$ cat config.mk
export PLATFORM = sky130hd
export DESIGN_NAME = exc_entry_ctrl
export DESIGN_NICKNAME = d
export VERILOG_FILES = /design/src/rtl/exc_pkg.sv /design/src/rtl/exc_arbiter.sv /design/src/rtl/exc_shadow.sv /design/src/rtl/exc_redirect.sv /design/src/rtl/exc_entry_ctrl.sv
export SDC_FILE = /design/constraint.sdc
export NUM_CORES = 1
export LEC_CHECK = 0
export CAP_MARGIN = 20
export CORE_AREA = 2 2 191 193
export CTS_CLUSTER_SIZE = 14
export DETAILED_ROUTE_END_ITERATION = 7
export DIE_AREA = 0 0 193 195
export PLACE_DENSITY = 0.79
export SYNTH_ARGS = -nofsm -noshare
export SYNTH_HDL_FRONTEND = slang
export SYNTH_SLANG_ARGS = --single-unit
$ cat constraint.sdc
create_clock -name clk_i -period 9.6 [get_ports clk_i]
set_clock_uncertainty 0.05 [all_clocks]
set_input_delay 1.92 -clock clk_i [delete_from_list [all_inputs] [get_ports clk_i]]
set_output_delay 1.92 -clock clk_i [all_outputs]
set_load 0.005 [all_outputs]
$ cat src/rtl/exc_pkg.sv
package exc_pkg;
  localparam int DW = 32;
  localparam int CW = 12;
  localparam int SR_BL = 28;
  localparam int SR_RB = 29;
  localparam int SR_MD = 30;
  localparam logic [CW-1:0] OFF_IRQ = 12'h600;
  localparam logic [DW-1:0] INSN_STEP = 32'd2;

  typedef enum logic [2:0] {
    RD_NONE,
    RD_BOOT,
    RD_EXC,
    RD_IRQ,
    RD_RET
  } rd_src_e;

  // status word on entry: privileged, blocked, alternate bank
  function automatic logic [DW-1:0] entry_sr(input logic [DW-1:0] s);
    logic [DW-1:0] force_bits;
    force_bits = '0;
    force_bits[SR_MD] = 1'b1;
    force_bits[SR_RB] = 1'b1;
    force_bits[SR_BL] = 1'b1;
    return s | force_bits;
  endfunction

  function automatic logic [DW-1:0] vector_addr(input logic [DW-1:0] base,
                                                input logic [CW-1:0] off);
    return base + DW'(off);
  endfunction

  function automatic logic [DW-1:0] after_insn(input logic [DW-1:0] a);
    return a + INSN_STEP;
  endfunction
endpackage

$ cat src/rtl/exc_arbiter.sv
module exc_arbiter (
  input  logic hold_i,
  input  logic exc_req_i,
  input  logic vbr_zero_i,
  input  logic irq_req_i,
  input  logic boundary_i,
  input  logic in_slot_i,
  input  logic sr_bl_i,
  input  logic rte_req_i,
  input  logic rte_pend_i,
  input  logic step_i,
  output logic take_exc_o,
  output logic take_halt_o,
  output logic take_irq_o,
  output logic take_rte_o,
  output logic ret_done_o
);
  logic irq_ok;

  always_comb begin
    irq_ok      = irq_req_i & boundary_i & ~in_slot_i & ~sr_bl_i;
    take_exc_o  = ~hold_i & exc_req_i & ~vbr_zero_i;
    take_halt_o = ~hold_i & exc_req_i & vbr_zero_i;
    ret_done_o  = ~hold_i & ~exc_req_i & rte_pend_i & step_i;
    take_irq_o  = ~hold_i & ~exc_req_i & ~ret_done_o & irq_ok;
    take_rte_o  = ~hold_i & ~exc_req_i & ~ret_done_o & ~irq_ok & rte_req_i;
  end
endmodule

$ cat src/rtl/exc_shadow.sv
module exc_shadow
  import exc_pkg::*;
(
  input  logic          clk_i,
  input  logic          rst_ni,
  input  logic          take_exc_i,
  input  logic          take_irq_i,
  input  logic [DW-1:0] pc_i,
  input  logic [DW-1:0] sr_i,
  input  logic [DW-1:0] r15_i,
  input  logic [CW-1:0] exc_code_i,
  input  logic [CW-1:0] irq_code_i,
  output logic [DW-1:0] spc_o,
  output logic [DW-1:0] ssr_o,
  output logic [DW-1:0] sgr_o,
  output logic [CW-1:0] exc_event_o,
  output logic [CW-1:0] irq_event_o
);
  logic save;
  assign save = take_exc_i | take_irq_i;

  always_ff @(posedge clk_i or negedge rst_ni) begin
    if (!rst_ni) begin
      spc_o       <= '0;
      ssr_o       <= '0;
      sgr_o       <= '0;
      exc_event_o <= '0;
      irq_event_o <= '0;
    end else begin
      if (save) begin
        // exception resumes past the faulting word, interrupt re-runs pc_i
        spc_o <= take_exc_i ? after_insn(pc_i) : pc_i;
        ssr_o <= sr_i;
        sgr_o <= r15_i;
      end
      if (take_exc_i) exc_event_o <= exc_code_i;
      if (take_irq_i) irq_event_o <= irq_code_i;
    end
  end
endmodule

$ cat src/rtl/exc_redirect.sv
module exc_redirect
  import exc_pkg::*;
#(
  parameter logic [DW-1:0] BOOT_PC = 32'hA000_0000
) (
  input  logic          clk_i,
  input  logic          rst_ni,
  input  logic          boot_i,
  input  logic          take_exc_i,
  input  logic          take_irq_i,
  input  logic          ret_done_i,
  input  logic [DW-1:0] vbr_i,
  input  logic [CW-1:0] exc_off_i,
  input  logic [DW-1:0] spc_i,
  output logic          redirect_o,
  output logic [DW-1:0] target_o,
  output logic [DW-1:0] next_o,
  output logic          entry_o,
  output logic          irq_ack_o
);
  rd_src_e       src;
  logic [DW-1:0] tgt;

  always_comb begin
    if (boot_i)          src = RD_BOOT;
    else if (take_exc_i) src = RD_EXC;
    else if (take_irq_i) src = RD_IRQ;
    else if (ret_done_i) src = RD_RET;
    else                 src = RD_NONE;
    case (src)
      RD_BOOT: tgt = BOOT_PC;
      RD_EXC:  tgt = vector_addr(vbr_i, exc_off_i);
      RD_IRQ:  tgt = vector_addr(vbr_i, OFF_IRQ);
      RD_RET:  tgt = spc_i;
      default: tgt = target_o;
    endcase
  end

  always_ff @(posedge clk_i or negedge rst_ni) begin
    if (!rst_ni) begin
      redirect_o <= 1'b0;
      target_o   <= '0;
      next_o     <= '0;
      entry_o    <= 1'b0;
      irq_ack_o  <= 1'b0;
    end else begin
      redirect_o <= (src != RD_NONE);
      entry_o    <= (src == RD_EXC) || (src == RD_IRQ);
      irq_ack_o  <= (src == RD_IRQ);
      if (src != RD_NONE) begin
        target_o <= tgt;
        next_o   <= after_insn(tgt);
      end
    end
  end
endmodule

$ cat src/rtl/exc_entry_ctrl.sv
module exc_entry_ctrl
  import exc_pkg::*;
#(
  parameter logic [DW-1:0] RESET_PC    = 32'hA000_0000,
  parameter logic [DW-1:0] SR_RESET    = 32'h7000_00F0,
  parameter logic [DW-1:0] FPSCR_RESET = 32'h0004_0001
) (
  input  logic          clk_i,
  input  logic          rst_ni,
  input  logic [DW-1:0] pc_i,
  input  logic [DW-1:0] r15_i,
  input  logic          boundary_i,
  input  logic          in_slot_i,
  input  logic          step_i,
  input  logic          exc_req_i,
  input  logic [CW-1:0] exc_code_i,
  input  logic [CW-1:0] exc_off_i,
  input  logic          irq_req_i,
  input  logic [CW-1:0] irq_code_i,
  input  logic          rte_i,
  input  logic          sr_wr_i,
  input  logic [DW-1:0] sr_wdata_i,
  input  logic          vbr_wr_i,
  input  logic [DW-1:0] vbr_wdata_i,
  input  logic          fpscr_wr_i,
  input  logic [DW-1:0] fpscr_wdata_i,
  output logic          redirect_o,
  output logic [DW-1:0] redirect_pc_o,
  output logic [DW-1:0] next_pc_o,
  output logic          entry_o,
  output logic          irq_ack_o,
  output logic          busy_o,
  output logic          halt_o,
  output logic          bank_swap_o,
  output logic [DW-1:0] sr_o,
  output logic [DW-1:0] ssr_o,
  output logic [DW-1:0] spc_o,
  output logic [DW-1:0] sgr_o,
  output logic [DW-1:0] vbr_o,
  output logic [DW-1:0] fpscr_o,
  output logic [CW-1:0] exc_event_o,
  output logic [CW-1:0] irq_event_o
);
  logic [DW-1:0] sr_q, sr_d, vbr_q, fpscr_q;
  logic          halt_q, boot_q, rte_pend_q, swap_q;
  logic          hold, vbr_zero;
  logic          take_exc, take_halt, take_irq, take_rte, ret_done;

  assign hold     = boot_q | redirect_o | halt_q;
  assign vbr_zero = (vbr_q == '0);

  exc_arbiter u_arb (
    .hold_i      (hold),
    .exc_req_i   (exc_req_i),
    .vbr_zero_i  (vbr_zero),
    .irq_req_i   (irq_req_i),
    .boundary_i  (boundary_i),
    .in_slot_i   (in_slot_i),
    .sr_bl_i     (sr_q[SR_BL]),
    .rte_req_i   (rte_i),
    .rte_pend_i  (rte_pend_q),
    .step_i      (step_i),
    .take_exc_o  (take_exc),
    .take_halt_o (take_halt),
    .take_irq_o  (take_irq),
    .take_rte_o  (take_rte),
    .ret_done_o  (ret_done)
  );

  exc_shadow u_shadow (
    .clk_i       (clk_i),
    .rst_ni      (rst_ni),
    .take_exc_i  (take_exc),
    .take_irq_i  (take_irq),
    .pc_i        (pc_i),
    .sr_i        (sr_q),
    .r15_i       (r15_i),
    .exc_code_i  (exc_code_i),
    .irq_code_i  (irq_code_i),
    .spc_o       (spc_o),
    .ssr_o       (ssr_o),
    .sgr_o       (sgr_o),
    .exc_event_o (exc_event_o),
    .irq_event_o (irq_event_o)
  );

  exc_redirect #(.BOOT_PC(RESET_PC)) u_redir (
    .clk_i      (clk_i),
    .rst_ni     (rst_ni),
    .boot_i     (boot_q),
    .take_exc_i (take_exc),
    .take_irq_i (take_irq),
    .ret_done_i (ret_done),
    .vbr_i      (vbr_q),
    .exc_off_i  (exc_off_i),
    .spc_i      (spc_o),
    .redirect_o (redirect_o),
    .target_o   (redirect_pc_o),
    .next_o     (next_pc_o),
    .entry_o    (entry_o),
    .irq_ack_o  (irq_ack_o)
  );

  // status word: entry beats return beats a direct write
  always_comb begin
    if (take_exc || take_irq)    sr_d = entry_sr(sr_q);
    else if (take_rte)           sr_d = ssr_o;
    else if (sr_wr_i && !halt_q) sr_d = sr_wdata_i;
    else                         sr_d = sr_q;
  end

  always_ff @(posedge clk_i or negedge rst_ni) begin
    if (!rst_ni) begin
      sr_q       <= SR_RESET;
      vbr_q      <= '0;
      fpscr_q    <= FPSCR_RESET;
      halt_q     <= 1'b0;
      boot_q     <= 1'b1;
      rte_pend_q <= 1'b0;
      swap_q     <= 1'b0;
    end else begin
      sr_q   <= sr_d;
      swap_q <= sr_d[SR_RB] ^ sr_q[SR_RB];
      boot_q <= 1'b0;
      if (take_halt) halt_q <= 1'b1;
      if (vbr_wr_i && !halt_q)   vbr_q   <= vbr_wdata_i;
      if (fpscr_wr_i && !halt_q) fpscr_q <= fpscr_wdata_i;
      if (take_exc || take_irq || ret_done) rte_pend_q <= 1'b0;
      else if (take_rte)                    rte_pend_q <= 1'b1;
    end
  end

  assign busy_o      = redirect_o | halt_q;
  assign halt_o      = halt_q;
  assign bank_swap_o = swap_q;
  assign sr_o        = sr_q;
  assign vbr_o       = vbr_q;
  assign fpscr_o     = fpscr_q;
endmodule

==> run_summary.xml, run 1 <==
<?xml version="1.0" encoding="UTF-8"?>
<metrics>
  <group name="placement">
    <metric name="numPortBuffers" unit="">492</metric>
    <metric name="dp_hpwl" unit="µm">41400</metric>
    <metric name="finalWeightedCongestion" unit="">0.914</metric>
  </group>
  <group name="global_route">
    <metric name="gr-total-overflow" unit="">0</metric>
    <metric name="grt_first_pass_wirelength" unit="µm">83900</metric>
    <metric name="grt_pass1_vias" unit="">14000</metric>
    <metric name="largest_net_degree_at_the_start_of_global_routing" unit="">133</metric>
    <metric name="overall_global_routing_resource_usage" unit="">0.290</metric>
    <metric name="antenna_found_initial" unit="">10</metric>
  </group>
  <group name="job">
    <metric name="drv.max_cap_violation_count" unit="">0</metric>
  </group>
  <group name="final_layout">
    <metric name="post-route-util" unit="">0.592</metric>
    <metric name="ff_latch_area" unit="µm²">7170</metric>
    <metric name="layout-drive-gt1-share" unit="">0.0832</metric>
    <metric name="multiInputGateArea" unit="µm²">7040</metric>
    <metric name="net_count_final" unit="">2254</metric>
    <metric name="final.fill_count" unit="">3084</metric>
    <metric name="area_growth" unit="%">43.0</metric>
  </group>
  <group name="clocking">
    <metric name="cts-root-buf" unit="">sky130_fd_sc_hd__clkbuf_16</metric>
    <metric name="postCtsHoldBufs" unit="">0</metric>
    <metric name="clock_buffers_created_by_tritoncts" unit="">31</metric>
    <metric name="clk_pin_slew" unit="ns">0.06</metric>
    <metric name="cts_tree" unit="">built</metric>
    <metric name="numClockSinks" unit="">286</metric>
    <metric name="cts-root-to-sink-buffers" unit="">3</metric>
    <metric name="cts_resized" unit="">0</metric>
    <metric name="clock_latency" unit="ns">0.60</metric>
    <metric name="cts-htree-levels" unit="">1</metric>
    <metric name="post_cts.repair.setup_buffers" unit="">0</metric>
  </group>
  <group name="detailed_routing">
    <metric name="antenna_left" unit="">0</metric>
    <metric name="vias" unit="">14100</metric>
    <metric name="finalWirelength" unit="µm">55500</metric>
    <metric name="detail_route.first_pass.iterations" unit="">5</metric>
    <metric name="avgViaCountPerCell" unit="">5.60</metric>
    <metric name="detailedRoute.firstIterationViolations" unit="">982</metric>
    <metric name="route.detailed.wl_per_inst" unit="µm">22.0</metric>
    <metric name="count_of_unresolved_drc_violations_after_routing" unit="">0</metric>
  </group>
  <group name="critical_path">
    <metric name="crit_path_top_delay_cell" unit="">sky130_fd_sc_hd__inv_2</metric>
    <metric name="critical_path.endpoint_type" unit="">register</metric>
    <metric name="crit_chain" unit="">clkdlybuf4s50_1 &gt; nor4_4 &gt; nand3_4 &gt; inv_2 &gt; a22oi_1 &gt; o21ai_0 &gt; nand2b_1 &gt; o21a_1 &gt; ha_1 &gt; nand4_1 &gt; or4_4 &gt; or3_1 &gt; o31ai_1 &gt; nor2_1</metric>
    <metric name="critPathMaxStageDelay" unit="ns">0.83</metric>
    <metric name="worst-path-buf-inv" unit="">2</metric>
    <metric name="crit_arrival" unit="ns">6.70</metric>
    <metric name="timing.setup.critical_path_class" unit="">in2reg</metric>
    <metric name="required" unit="ns">10.00</metric>
    <metric name="launching_element_type_of_the_critical_path" unit="">primary input</metric>
    <metric name="critical_path.top_delay_family" unit="">simple AND/OR/NAND/NOR gates</metric>
    <metric name="path_max_fanout" unit="">44</metric>
  </group>
  <group name="logic_synthesis">
    <metric name="post-synth-top-count-cell" unit="">sky130_fd_sc_hd__nand2_1</metric>
    <metric name="synth.lib_cells_used.distinct" unit="">89</metric>
    <metric name="yosys.area.top_type_share" unit="">0.471</metric>
    <metric name="synthFlopType" unit="">sky130_fd_sc_hd__dfrtp_1</metric>
    <metric name="proportion_of_register_bits_with_asynchronous_set_or_reset_after_synthesis" unit="">1.00</metric>
    <metric name="ys_seq_elements" unit="">286</metric>
    <metric name="post_synthesis_instance_area" unit="µm²">14700</metric>
    <metric name="post_synth_main_area_contributors" unit="">sky130_fd_sc_hd__dfrtp_1, sky130_fd_sc_hd__nand2_1, sky130_fd_sc_hd__mux2_2</metric>
    <metric name="synth.yosys.warnings" unit="">0</metric>
    <metric name="synthTopCellsByCount" unit="">sky130_fd_sc_hd__nand2_1, sky130_fd_sc_hd__dfrtp_1, sky130_fd_sc_hd__nor2_1</metric>
    <metric name="synth_edf_count" unit="">0</metric>
    <metric name="synthesis.instances" unit="">1582</metric>
    <metric name="synth_seq_area_share" unit="">0.489</metric>
    <metric name="average_cell_area_after_synthesis" unit="µm²">9.26</metric>
    <metric name="synthesis.nets" unit="">1805</metric>
    <metric name="synthDominantAreaCellType" unit="">sky130_fd_sc_hd__dfrtp_1</metric>
  </group>
  <group name="sta">
    <metric name="rsz0062_at_grt" unit="">false</metric>
    <metric name="slew_margin_rel" unit="">0.261</metric>
    <metric name="fin_tns_setup" unit="ns">0</metric>
    <metric name="final_hold_fails" unit="">0</metric>
    <metric name="final_min_period_over_clock_period" unit="">0.656</metric>
    <metric name="hold_ws" unit="ns">0.414</metric>
    <metric name="worst_pin_slew" unit="ns">1.11</metric>
    <metric name="fmaxAchievable" unit="MHz">159</metric>
    <metric name="slew_viol_final" unit="">0</metric>
    <metric name="finalSetupViolations" unit="">0</metric>
    <metric name="final_period_minus_worst_setup_slack" unit="ns">6.30</metric>
  </group>
  <group name="pwr">
    <metric name="power.density" unit="nW/µm²">177</metric>
    <metric name="report.power.total" unit="mW">3.72</metric>
    <metric name="static-leakage-power" unit="nW">8.97</metric>
    <metric name="max-vdd-ir-drop" unit="µV">166</metric>
  </group>
  <group name="floorplanning">
    <metric name="core.rowCount" unit="">69</metric>
    <metric name="chipWidth" unit="µm">193</metric>
    <metric name="die_area" unit="µm²">37600</metric>
    <metric name="design.core.area" unit="µm²">35400</metric>
    <metric name="initial_core_util" unit="">0.414</metric>
    <metric name="io_pins" unit="">493</metric>
    <metric name="fp.dieH" unit="µm">195</metric>
  </group>
  <group name="hold_path">
    <metric name="hold_path_class" unit="">reg2reg</metric>
  </group>
  <group name="outcome">
    <metric name="status" unit="">completed</metric>
  </group>
</metrics>
state kept, by name (all words and copies together) (netlist names), 12 cells and up, named ones only:
signal                count
fpscr_o                  32
sr_o                     32
u_shadow.sgr_o           32
u_shadow.spc_o           32
u_shadow.ssr_o           32
vbr_o                    32
u_redir.next_o           31
u_redir.target_o         31
u_shadow.exc_event_o     12
u_shadow.irq_event_o     12
per-stage QoR:
stage | cells | instance area [µm²] | worst slack (ns)
global route | 2521 | 20900 | 3.02
detailed placement | 2458 | 19900 | 2.77
floorplan | 1582 | 14700 | 3.78
global placement | 2458 | 19900 | 2.98
finish | 2524 | 21000 | 3.30
CTS | 2515 | 20900 | 3.37
cell type report:
class,count,share of cell area
Timing Repair Buffer,505,0.241
Multi-Input combinational cell,1182,0.336
Antenna cell,8,0.000955
Inverter,25,0.00448
Clock inverter,9,0.00406
Clock buffer,48,0.0444
Tap cell,461,0.0275
Sequential cell,286,0.342
path summary, 6_finish.rpt:
kind / startpoint / end / slack [ns] / cells after the start
worst max-delay path: exc_req_i / u_redir.next_o[29] / 3.30 / 14
worst min-delay path: u_shadow.sgr_o[13] / u_shadow.sgr_o[13] / 0.41 / 2
worst max register to register: vbr_o[14] / u_redir.next_o[29] / 4.10 / 16
worst min register to register: u_shadow.sgr_o[13] / u_shadow.sgr_o[13] / 0.41 / 2
max in group asynchronous: rst_ni / u_redir.target_o[17] / 6.54 / 2
min in group asynchronous: rst_ni / u_redir.target_o[1] / 1.37 / 1
kinds of logic after synthesis:
logic type,share of synthesized area
compound gates,0.155
xor+xnor,0.0365
fa+ha+maj,0.0142
buf+inv,0.0333
flops,0.489
mux,0.0507
other cells,0.000256
simple gates,0.221
power breakdown:
group / switching, mW / total [mW] / internal, mW
clock: 0.502 / 1.19 / 0.691
sequential: 0.186 / 1.57 / 1.39
combinational: 0.420 / 0.948 / 0.527
metal layers:
layer	GRT usage	wire, µm
met1	0.359	21000
met2	0.482	26900
met3	0.0791	5290
met4	0.111	2250
met5	0	27
layout by cell type, fill, tap and decap left out, drive strengths merged, types with 33 or more instances in the layout:
| cell | n |
|---|---|
| clkdlybuf4s50 | 491 |
| nand2 | 385 |
| dfrtp | 276 |
| nor2 | 106 |
| o21ai | 75 |
| a21oi | 66 |
| mux2 | 58 |
| clkbuf | 48 |
| nand3 | 39 |
| xnor2 | 35 |
| o22ai | 33 |
worst register-to-register path: cells and delay by family, from the launching register on:
kind	cells	cell delay [ns]
and+or+nand+nor	8	2.79
buffers and inverters	4	1.26
DFF	1	0.59
AOI/OAI and AO/OA	3	0.50
adders and majority gates	1	0.20
Power figures use the tool's default switching activity.
==> run 2, diff against run 1 <==
--- a/config.mk
+++ b/config.mk
@@ -6,11 +6,11 @@
 export NUM_CORES = 1
 export LEC_CHECK = 0
 export CAP_MARGIN = 20
-export CORE_AREA = 2 2 191 193
+export CORE_AREA = 2 2 190 192
 export CTS_CLUSTER_SIZE = 14
 export DETAILED_ROUTE_END_ITERATION = 7
-export DIE_AREA = 0 0 193 195
-export PLACE_DENSITY = 0.79
+export DIE_AREA = 0 0 192 194
+export PLACE_DENSITY = 0.83
 export SYNTH_ARGS = -nofsm -noshare
 export SYNTH_HDL_FRONTEND = slang
 export SYNTH_SLANG_ARGS = --single-unit
==> constraint.sdc (replaced) <==
create_clock -name clk_i -period 5.16 [get_ports clk_i]
set_clock_uncertainty 0.05 [all_clocks]
set_input_delay 1.032 -clock clk_i [delete_from_list [all_inputs] [get_ports clk_i]]
set_output_delay 1.032 -clock clk_i [all_outputs]
set_load 0.005 [all_outputs]
==> run 2 against run 1 <==
Against the previous run:
- cell count increased by 2.0%
- clock power increased by 92%
- worst setup slack got worse by 2.8 ns
- largest power group unchanged
- critical endpoint is now u_redir.next_o[28]
- highest routed layer is now met4
==> run_summary.xml, run 2 (synthesis gave the netlist of run 1 again) <==
<?xml version="1.0" encoding="UTF-8"?>
<metrics>
  <group name="clocking">
    <metric name="cts-root-buf" unit="">sky130_fd_sc_hd__clkbuf_16</metric>
    <metric name="clk_pin_slew" unit="ns">0.06</metric>
    <metric name="numClockSinks" unit="">286</metric>
    <metric name="cts_resized" unit="">0</metric>
    <metric name="post_cts.repair.setup_buffers" unit="">0</metric>
    <metric name="clock_buffers_created_by_tritoncts" unit="">31</metric>
    <metric name="cts-htree-levels" unit="">1</metric>
    <metric name="cts-root-to-sink-buffers" unit="">3</metric>
    <metric name="clock_latency" unit="ns">0.59</metric>
    <metric name="cts_tree" unit="">built</metric>
    <metric name="postCtsHoldBufs" unit="">0</metric>
  </group>
  <group name="pwr">
    <metric name="netSwitchingPower" unit="mW">2.08</metric>
    <metric name="max-vdd-ir-drop" unit="µV">298</metric>
    <metric name="power_frac_seq" unit="">0.416</metric>
    <metric name="p_int" unit="mW">4.92</metric>
    <metric name="power.density" unit="nW/µm²">328</metric>
    <metric name="power_switching_share" unit="">0.297</metric>
    <metric name="static-leakage-power" unit="nW">9.18</metric>
    <metric name="share_clk_of_total_power" unit="">0.325</metric>
    <metric name="share_comb_of_total_power" unit="">0.259</metric>
  </group>
  <group name="sta">
    <metric name="finalSetupViolations" unit="">0</metric>
    <metric name="final_period_minus_worst_setup_slack" unit="ns">4.62</metric>
    <metric name="final_min_period_over_clock_period" unit="">0.896</metric>
    <metric name="slew_margin_rel" unit="">0.276</metric>
    <metric name="final_hold_fails" unit="">0</metric>
    <metric name="fin_tns_setup" unit="ns">0</metric>
    <metric name="rsz0062_at_grt" unit="">false</metric>
    <metric name="worst_pin_slew" unit="ns">1.08</metric>
    <metric name="fmaxAchievable" unit="MHz">216</metric>
    <metric name="slew_viol_final" unit="">0</metric>
  </group>
  <group name="critical_path">
    <metric name="critical_path.endpoint_type" unit="">register</metric>
    <metric name="required" unit="ns">5.61</metric>
    <metric name="launching_element_type_of_the_critical_path" unit="">primary input</metric>
    <metric name="crit_arrival" unit="ns">5.08</metric>
    <metric name="path_max_fanout" unit="">8</metric>
    <metric name="timing.setup.critical_path_class" unit="">in2reg</metric>
  </group>
  <group name="detailed_routing">
    <metric name="route.detailed.wl_per_inst" unit="µm">22.1</metric>
    <metric name="antenna_left" unit="">0</metric>
    <metric name="avgViaCountPerCell" unit="">5.63</metric>
    <metric name="detail_route.first_pass.iterations" unit="">8</metric>
    <metric name="count_of_unresolved_drc_violations_after_routing" unit="">0</metric>
    <metric name="vias" unit="">14500</metric>
    <metric name="finalWirelength" unit="µm">57000</metric>
    <metric name="detailedRoute.firstIterationViolations" unit="">1046</metric>
  </group>
  <group name="floorplanning">
    <metric name="fp.dieH" unit="µm">194</metric>
    <metric name="io_pins" unit="">493</metric>
    <metric name="chipWidth" unit="µm">192</metric>
    <metric name="core.rowCount" unit="">69</metric>
    <metric name="design.core.area" unit="µm²">35200</metric>
    <metric name="initial_core_util" unit="">0.416</metric>
    <metric name="die_area" unit="µm²">37200</metric>
  </group>
  <group name="final_layout">
    <metric name="layout_commonest_cell" unit="">sky130_fd_sc_hd__clkdlybuf4s50_1</metric>
    <metric name="net_count_final" unit="">2299</metric>
    <metric name="final.fill_count" unit="">2922</metric>
    <metric name="ff_latch_area" unit="µm²">7170</metric>
    <metric name="multiInputGateArea" unit="µm²">7030</metric>
    <metric name="layout-drive-gt1-share" unit="">0.102</metric>
    <metric name="mostFrequentLayoutCells" unit="">sky130_fd_sc_hd__clkdlybuf4s50_1, sky130_fd_sc_hd__nand2_1, sky130_fd_sc_hd__dfrtp_1</metric>
    <metric name="area_growth" unit="%">45.5</metric>
    <metric name="finalInstanceArea" unit="µm²">21300</metric>
    <metric name="final_standard_cell_count_with_taps_included_and_fillers_excluded" unit="">2574</metric>
  </group>
  <group name="placement">
    <metric name="dp_hpwl" unit="µm">42800</metric>
    <metric name="placed_cells_incl_taps" unit="">2504</metric>
    <metric name="finalWeightedCongestion" unit="">0.953</metric>
    <metric name="numPortBuffers" unit="">492</metric>
    <metric name="post_dp_cell_area" unit="µm²">20300</metric>
  </group>
  <group name="hold_path">
    <metric name="hold_path_class" unit="">reg2reg</metric>
  </group>
  <group name="global_route">
    <metric name="largest_net_degree_at_the_start_of_global_routing" unit="">154</metric>
    <metric name="gr-total-overflow" unit="">0</metric>
    <metric name="overall_global_routing_resource_usage" unit="">0.301</metric>
    <metric name="grt_first_pass_wirelength" unit="µm">86100</metric>
    <metric name="antenna_found_initial" unit="">13</metric>
    <metric name="grt_pass1_vias" unit="">14500</metric>
  </group>
  <group name="outcome">
    <metric name="status" unit="">completed</metric>
  </group>
  <group name="job">
    <metric name="drv.max_cap_violation_count" unit="">0</metric>
  </group>
</metrics>
==> run 2: per-stage QoR <==
stage | setup WS [ns] | hold WS, ns | util | power, mW
global route | 0.353 | 0.435 | 0.605 | 7.31
CTS | 0.649 | 0.418 | 0.605 | 7.03
finish | 0.537 | 0.416 | 0.605 | 7.00
global placement | 0.132 | 0.400 | 0.575 | 4.69
floorplan | 0.230 | 0.413 | - | 3.49
detailed placement | 0.0652 | 0.405 | 0.575 | 4.74
==> run 2: routing by layer <==
layer / vias to the layer above / wire length, µm / GRT usage / part of all wire
li1: 6585 / - / - / -
met5: - / 0 / 0 / 0
met3: 156 / 5070 / 0.0787 / 0.089
met2: 704 / 27500 / 0.503 / 0.48
met4: 0 / 2900 / 0.135 / 0.051
met1: 7035 / 21500 / 0.364 / 0.38
==> run 2: final timing paths <==
check | from | end | slack (ns) | cells after the start
max | exc_off_i[0] | u_redir.next_o[28] | 0.54 | 14
min | u_shadow.sgr_o[1] | u_shadow.sgr_o[1] | 0.42 | 2
max reg2reg | vbr_o[1] | u_redir.next_o[28] | 0.88 | 11
min reg2reg | u_shadow.sgr_o[1] | u_shadow.sgr_o[1] | 0.42 | 2
max in group asynchronous | rst_ni | fpscr_o[0] | 3.44 | 2
min in group asynchronous | rst_ni | u_shadow.sgr_o[8] | 0.48 | 1
==> run 2: power by group through the flow <==
| stage | logic, mW | registers (mW) | clock network [mW] |
|---|---|---|---|
| 2_1_floorplan | 0.621 | 2.87 | 0 |
| 3_3_place_gp | 1.77 | 2.92 | 0 |
| 3_5_place_dp | 1.79 | 2.94 | 0 |
| 4_1_cts | 1.81 | 2.91 | 2.31 |
| 5_1_grt | 1.95 | 2.95 | 2.41 |
| 6_report | 1.81 | 2.91 | 2.28 |
==> run 2: worst max-delay path: stages <==
cell and delay (ns):
sky130_fd_sc_hd__clkdlybuf4s50_1 0.46, sky130_fd_sc_hd__ha_1 0.34, sky130_fd_sc_hd__fa_1 0.29, sky130_fd_sc_hd__a211oi_1 0.09, sky130_fd_sc_hd__buf_4 0.14, sky130_fd_sc_hd__o211ai_1 0.40, sky130_fd_sc_hd__a21oi_1 0.27, sky130_fd_sc_hd__or4b_1 0.51
sky130_fd_sc_hd__nand3_1 0.18, sky130_fd_sc_hd__nor2_1 0.06, sky130_fd_sc_hd__a211oi_1 0.30, sky130_fd_sc_hd__nand4_1 0.34, sky130_fd_sc_hd__or4b_1 0.56, sky130_fd_sc_hd__nand3_1 0.09
==> run 2: layout make-up <==
class / instances / share of cell area
tap: 461 / 0.0270
sequential: 286 / 0.336
inverter: 25 / 0.00440
timing repair buffer: 550 / 0.253
multi-input combinational: 1182 / 0.330
clock inverter: 12 / 0.00722
antenna: 12 / 0.00141
clock buffer: 46 / 0.0414
==> run 3, diff against run 2 <==
--- a/config.mk
+++ b/config.mk
@@ -5,11 +5,12 @@
 export SDC_FILE = /design/constraint.sdc
 export NUM_CORES = 1
 export LEC_CHECK = 0
+export ABC_AREA = 1
 export CAP_MARGIN = 20
-export CORE_AREA = 2 2 190 192
+export CORE_AREA = 2 2 194 196
 export CTS_CLUSTER_SIZE = 14
 export DETAILED_ROUTE_END_ITERATION = 7
-export DIE_AREA = 0 0 192 194
+export DIE_AREA = 0 0 196 198
 export PLACE_DENSITY = 0.83
 export SYNTH_ARGS = -nofsm -noshare
 export SYNTH_HDL_FRONTEND = slang
==> run 3 against run 2 <==
Against the previous run:
- combinational power fell by 72%
- sequential share of layout area shrank 1.2 points
- register-to-register slack better by 0.39 ns
- largest cell class is now multi-input combinational cells
- critical path type is now reg2reg
- via count increased by 9.9%
==> run_summary.xml, run 3 <==
<?xml version="1.0" encoding="UTF-8"?>
<metrics>
  <group name="outcome">
    <metric name="status" unit="">completed</metric>
  </group>
  <group name="detailed_routing">
    <metric name="vias" unit="">15900</metric>
    <metric name="antenna_left" unit="">0</metric>
    <metric name="count_of_unresolved_drc_violations_after_routing" unit="">0</metric>
    <metric name="avgViaCountPerCell" unit="">5.37</metric>
    <metric name="route.detailed.wl_per_inst" unit="µm">20.5</metric>
    <metric name="detail_route.first_pass.iterations" unit="">6</metric>
    <metric name="detailedRoute.firstIterationViolations" unit="">966</metric>
    <metric name="finalWirelength" unit="µm">60800</metric>
  </group>
  <group name="logic_synthesis">
    <metric name="synthDominantAreaCellType" unit="">sky130_fd_sc_hd__dfrtp_1</metric>
    <metric name="post_synth_xor_xnor_area" unit="">0.0197</metric>
    <metric name="synthesized_area_fraction_occupied_by_adder_cells" unit="">0.0133</metric>
    <metric name="proportion_of_register_bits_with_asynchronous_set_or_reset_after_synthesis" unit="">1.00</metric>
    <metric name="post_synth_main_area_contributors" unit="">sky130_fd_sc_hd__dfrtp_1, sky130_fd_sc_hd__nand2_1, sky130_fd_sc_hd__nand3_1</metric>
    <metric name="average_cell_area_after_synthesis" unit="µm²">7.87</metric>
    <metric name="synth_seq_area_share" unit="">0.460</metric>
    <metric name="synth.area.mux_share" unit="">0.0266</metric>
    <metric name="synth-simple-area-share" unit="">0.323</metric>
    <metric name="synth_edf_count" unit="">0</metric>
    <metric name="share_of_the_synthesized_area_in_compound_gates_ao_oa_aoi_oai" unit="">0.0834</metric>
    <metric name="synthTopCellsByCount" unit="">sky130_fd_sc_hd__nand2_1, sky130_fd_sc_hd__dfrtp_1, sky130_fd_sc_hd__inv_1</metric>
    <metric name="post_synthesis_instance_area" unit="µm²">15600</metric>
    <metric name="synthFlopType" unit="">sky130_fd_sc_hd__dfrtp_1</metric>
    <metric name="synth.lib_cells_used.distinct" unit="">57</metric>
    <metric name="ys_seq_elements" unit="">286</metric>
    <metric name="dominant_combinational_cell_family_by_area_after_synthesis" unit="">simple AND/OR/NAND/NOR gates</metric>
    <metric name="synth.yosys.warnings" unit="">0</metric>
    <metric name="post-synth-top-count-cell" unit="">sky130_fd_sc_hd__nand2_1</metric>
    <metric name="synthesis.nets" unit="">2205</metric>
    <metric name="yosys.area.top_type_share" unit="">0.443</metric>
    <metric name="synthesis.instances" unit="">1982</metric>
  </group>
  <group name="critical_path">
    <metric name="critical_path.endpoint_type" unit="">register</metric>
    <metric name="crit_arrival" unit="ns">4.25</metric>
    <metric name="r2r_setup_slack" unit="ns">1.27</metric>
    <metric name="reg2regPathDepth" unit="">15</metric>
    <metric name="timing.setup.critical_path_class" unit="">reg2reg</metric>
    <metric name="worst_r2r_startpoint" unit="">vbr_o[24]</metric>
    <metric name="path_max_fanout" unit="">28</metric>
    <metric name="launching_element_type_of_the_critical_path" unit="">register</metric>
    <metric name="required" unit="ns">5.52</metric>
    <metric name="end_of_the_worst_register_to_register_path" unit="">u_redir.next_o[27]</metric>
  </group>
  <group name="final_layout">
    <metric name="layout-drive-gt1-share" unit="">0.0953</metric>
    <metric name="finalInstanceArea" unit="µm²">22100</metric>
    <metric name="post-route-util" unit="">0.598</metric>
    <metric name="area_growth" unit="%">41.6</metric>
    <metric name="layout_commonest_cell" unit="">sky130_fd_sc_hd__nand2_1</metric>
    <metric name="final.fill_count" unit="">3175</metric>
    <metric name="net_count_final" unit="">2677</metric>
    <metric name="mostFrequentLayoutCells" unit="">sky130_fd_sc_hd__nand2_1, sky130_fd_sc_hd__clkdlybuf4s50_1, sky130_fd_sc_hd__dfrtp_1</metric>
  </group>
  <group name="global_route">
    <metric name="overall_global_routing_resource_usage" unit="">0.309</metric>
    <metric name="grt_pass1_vias" unit="">15800</metric>
    <metric name="grt_first_pass_wirelength" unit="µm">91700</metric>
    <metric name="antenna_found_initial" unit="">15</metric>
    <metric name="gr-total-overflow" unit="">0</metric>
    <metric name="largest_net_degree_at_the_start_of_global_routing" unit="">118</metric>
  </group>
  <group name="clocking">
    <metric name="cts-root-to-sink-buffers" unit="">3</metric>
    <metric name="cts_tree" unit="">built</metric>
    <metric name="clk_pin_slew" unit="ns">0.06</metric>
    <metric name="post_cts.repair.setup_buffers" unit="">0</metric>
    <metric name="cts-root-buf" unit="">sky130_fd_sc_hd__clkbuf_16</metric>
    <metric name="clock_latency" unit="ns">0.54</metric>
    <metric name="cts_resized" unit="">0</metric>
    <metric name="numClockSinks" unit="">286</metric>
    <metric name="cts-htree-levels" unit="">2</metric>
    <metric name="postCtsHoldBufs" unit="">0</metric>
    <metric name="clock_buffers_created_by_tritoncts" unit="">35</metric>
  </group>
  <group name="sta">
    <metric name="slew_viol_final" unit="">0</metric>
    <metric name="finalSetupViolations" unit="">0</metric>
    <metric name="rsz0062_at_grt" unit="">false</metric>
    <metric name="slew_margin_rel" unit="">0.279</metric>
    <metric name="final_period_minus_worst_setup_slack" unit="ns">3.89</metric>
    <metric name="fin_tns_setup" unit="ns">0</metric>
    <metric name="final_hold_fails" unit="">0</metric>
    <metric name="final_min_period_over_clock_period" unit="">0.754</metric>
    <metric name="worst_pin_slew" unit="ns">1.08</metric>
    <metric name="fmaxAchievable" unit="MHz">257</metric>
  </group>
  <group name="floorplanning">
    <metric name="chipWidth" unit="µm">196</metric>
    <metric name="initial_core_util" unit="">0.422</metric>
    <metric name="io_pins" unit="">493</metric>
    <metric name="die_area" unit="µm²">38800</metric>
    <metric name="fp.dieH" unit="µm">198</metric>
    <metric name="core.rowCount" unit="">71</metric>
    <metric name="design.core.area" unit="µm²">37000</metric>
  </group>
  <group name="placement">
    <metric name="finalWeightedCongestion" unit="">0.992</metric>
    <metric name="numPortBuffers" unit="">492</metric>
    <metric name="dp_hpwl" unit="µm">46800</metric>
    <metric name="post_dp_cell_area" unit="µm²">20900</metric>
  </group>
  <group name="hold_path">
    <metric name="worst_hold_end" unit="">u_shadow.sgr_o[5]</metric>
    <metric name="holdCritStartpoint" unit="">u_shadow.sgr_o[5]</metric>
    <metric name="hold_path_class" unit="">reg2reg</metric>
    <metric name="timing.hold.worst_path_depth" unit="">2</metric>
  </group>
  <group name="pwr">
    <metric name="max-vdd-ir-drop" unit="µV">272</metric>
    <metric name="static-leakage-power" unit="nW">10.9</metric>
    <metric name="power.density" unit="nW/µm²">240</metric>
  </group>
  <group name="job">
    <metric name="drv.max_cap_violation_count" unit="">0</metric>
  </group>
</metrics>
[run 3: cell count changes after synthesis, moves of 23 or more]
cell / delta
sky130_fd_sc_hd__nor2_2: +23
sky130_fd_sc_hd__a21o_1: -23
sky130_fd_sc_hd__o22ai_1: -29
sky130_fd_sc_hd__nand3_1: +145
sky130_fd_sc_hd__nand2_1: +255
sky130_fd_sc_hd__xnor2_1: -23
sky130_fd_sc_hd__inv_1: +164
sky130_fd_sc_hd__nor2_1: +28
[run 3: power breakdown]
part / switching, mW / internal (mW) / leakage, nW
combinational: 0.229 / 0.269 / 6.75
clock: 1.01 / 1.47 / 0.560
sequential: 0.0316 / 2.29 / 3.54
total: 1.27 / 4.03 / 10.9
[run 3: worst max-delay path: stages, from the launching register on]
cell                      delay, ns
sky130_fd_sc_hd__dfrtp_1       0.52
sky130_fd_sc_hd__nor2_1        0.16
sky130_fd_sc_hd__nand2_1       0.06
sky130_fd_sc_hd__nor2_1        0.27
sky130_fd_sc_hd__nand2_2       0.17
sky130_fd_sc_hd__o21ai_4       0.87
sky130_fd_sc_hd__nand4_1       0.23
sky130_fd_sc_hd__nand2_1       0.19
sky130_fd_sc_hd__ha_1          0.20
sky130_fd_sc_hd__nand2_2       0.12
sky130_fd_sc_hd__nor2_2        0.23
sky130_fd_sc_hd__nand4_2       0.20
sky130_fd_sc_hd__nor2_1        0.22
sky130_fd_sc_hd__nand3_1       0.12
sky130_fd_sc_hd__nand2_1       0.08
sky130_fd_sc_hd__o21ai_1       0.06
[run 3: area by class of cell]
class	instances	area, µm²	area share
clock inverter	13	155	0.00703
timing repair buffer	511	5100	0.231
sequential	286	7170	0.325
antenna	11	27.5	0.00125
clock buffer	47	971	0.0440
multi-input combinational	1412	7280	0.330
inverter	208	782	0.0354
tap	474	593	0.0269
[run 3: cells by family (layout without fill, tap and decap cells)]
kind of cell,Yosys count,in the layout
compound gates,211,211
xor+xnor,35,35
fa+ha+maj,16,16
flops,286,286
buf+inv,284,779
mux,37,37
simple gates,1112,1112
other cells,1,12
[run 3: how the worst max path moves through the flow]
stage | startpoint | endpoint | slack [ns]
6_report | vbr_o[24] | u_redir.next_o[27] | 1.27
5_1_grt | vbr_o[24] | u_redir.next_o[27] | 0.99
3_5_place_dp | exc_off_i[0] | u_redir.next_o[26] | 0.87
2_1_floorplan | exc_off_i[0] | u_redir.next_o[20] | 1.89
4_1_cts | vbr_o[24] | u_redir.next_o[27] | 1.39
3_3_place_gp | exc_off_i[0] | u_redir.next_o[26] | 0.89
[run 3: layer usage]
metal	vias up	wire, µm	share of wire	GRT usage
li1	7369	-	-	-
met4	12	3500	0.058	0.170
met1	7552	22400	0.37	0.354
met2	799	29400	0.48	0.532
met3	185	5380	0.088	0.0787
met5	-	73	0.0012	0
[run 3: through the flow]
stage,instances,setup WS (ns),hold slack (ns),power [mW]
floorplan,1982,1.89,0.415,2.49
global placement,2890,0.894,0.403,2.85
detailed placement,2891,0.873,0.409,2.86
CTS,2951,1.39,0.423,5.33
global route,2958,0.994,0.448,5.46
finish,2962,1.27,0.424,5.30
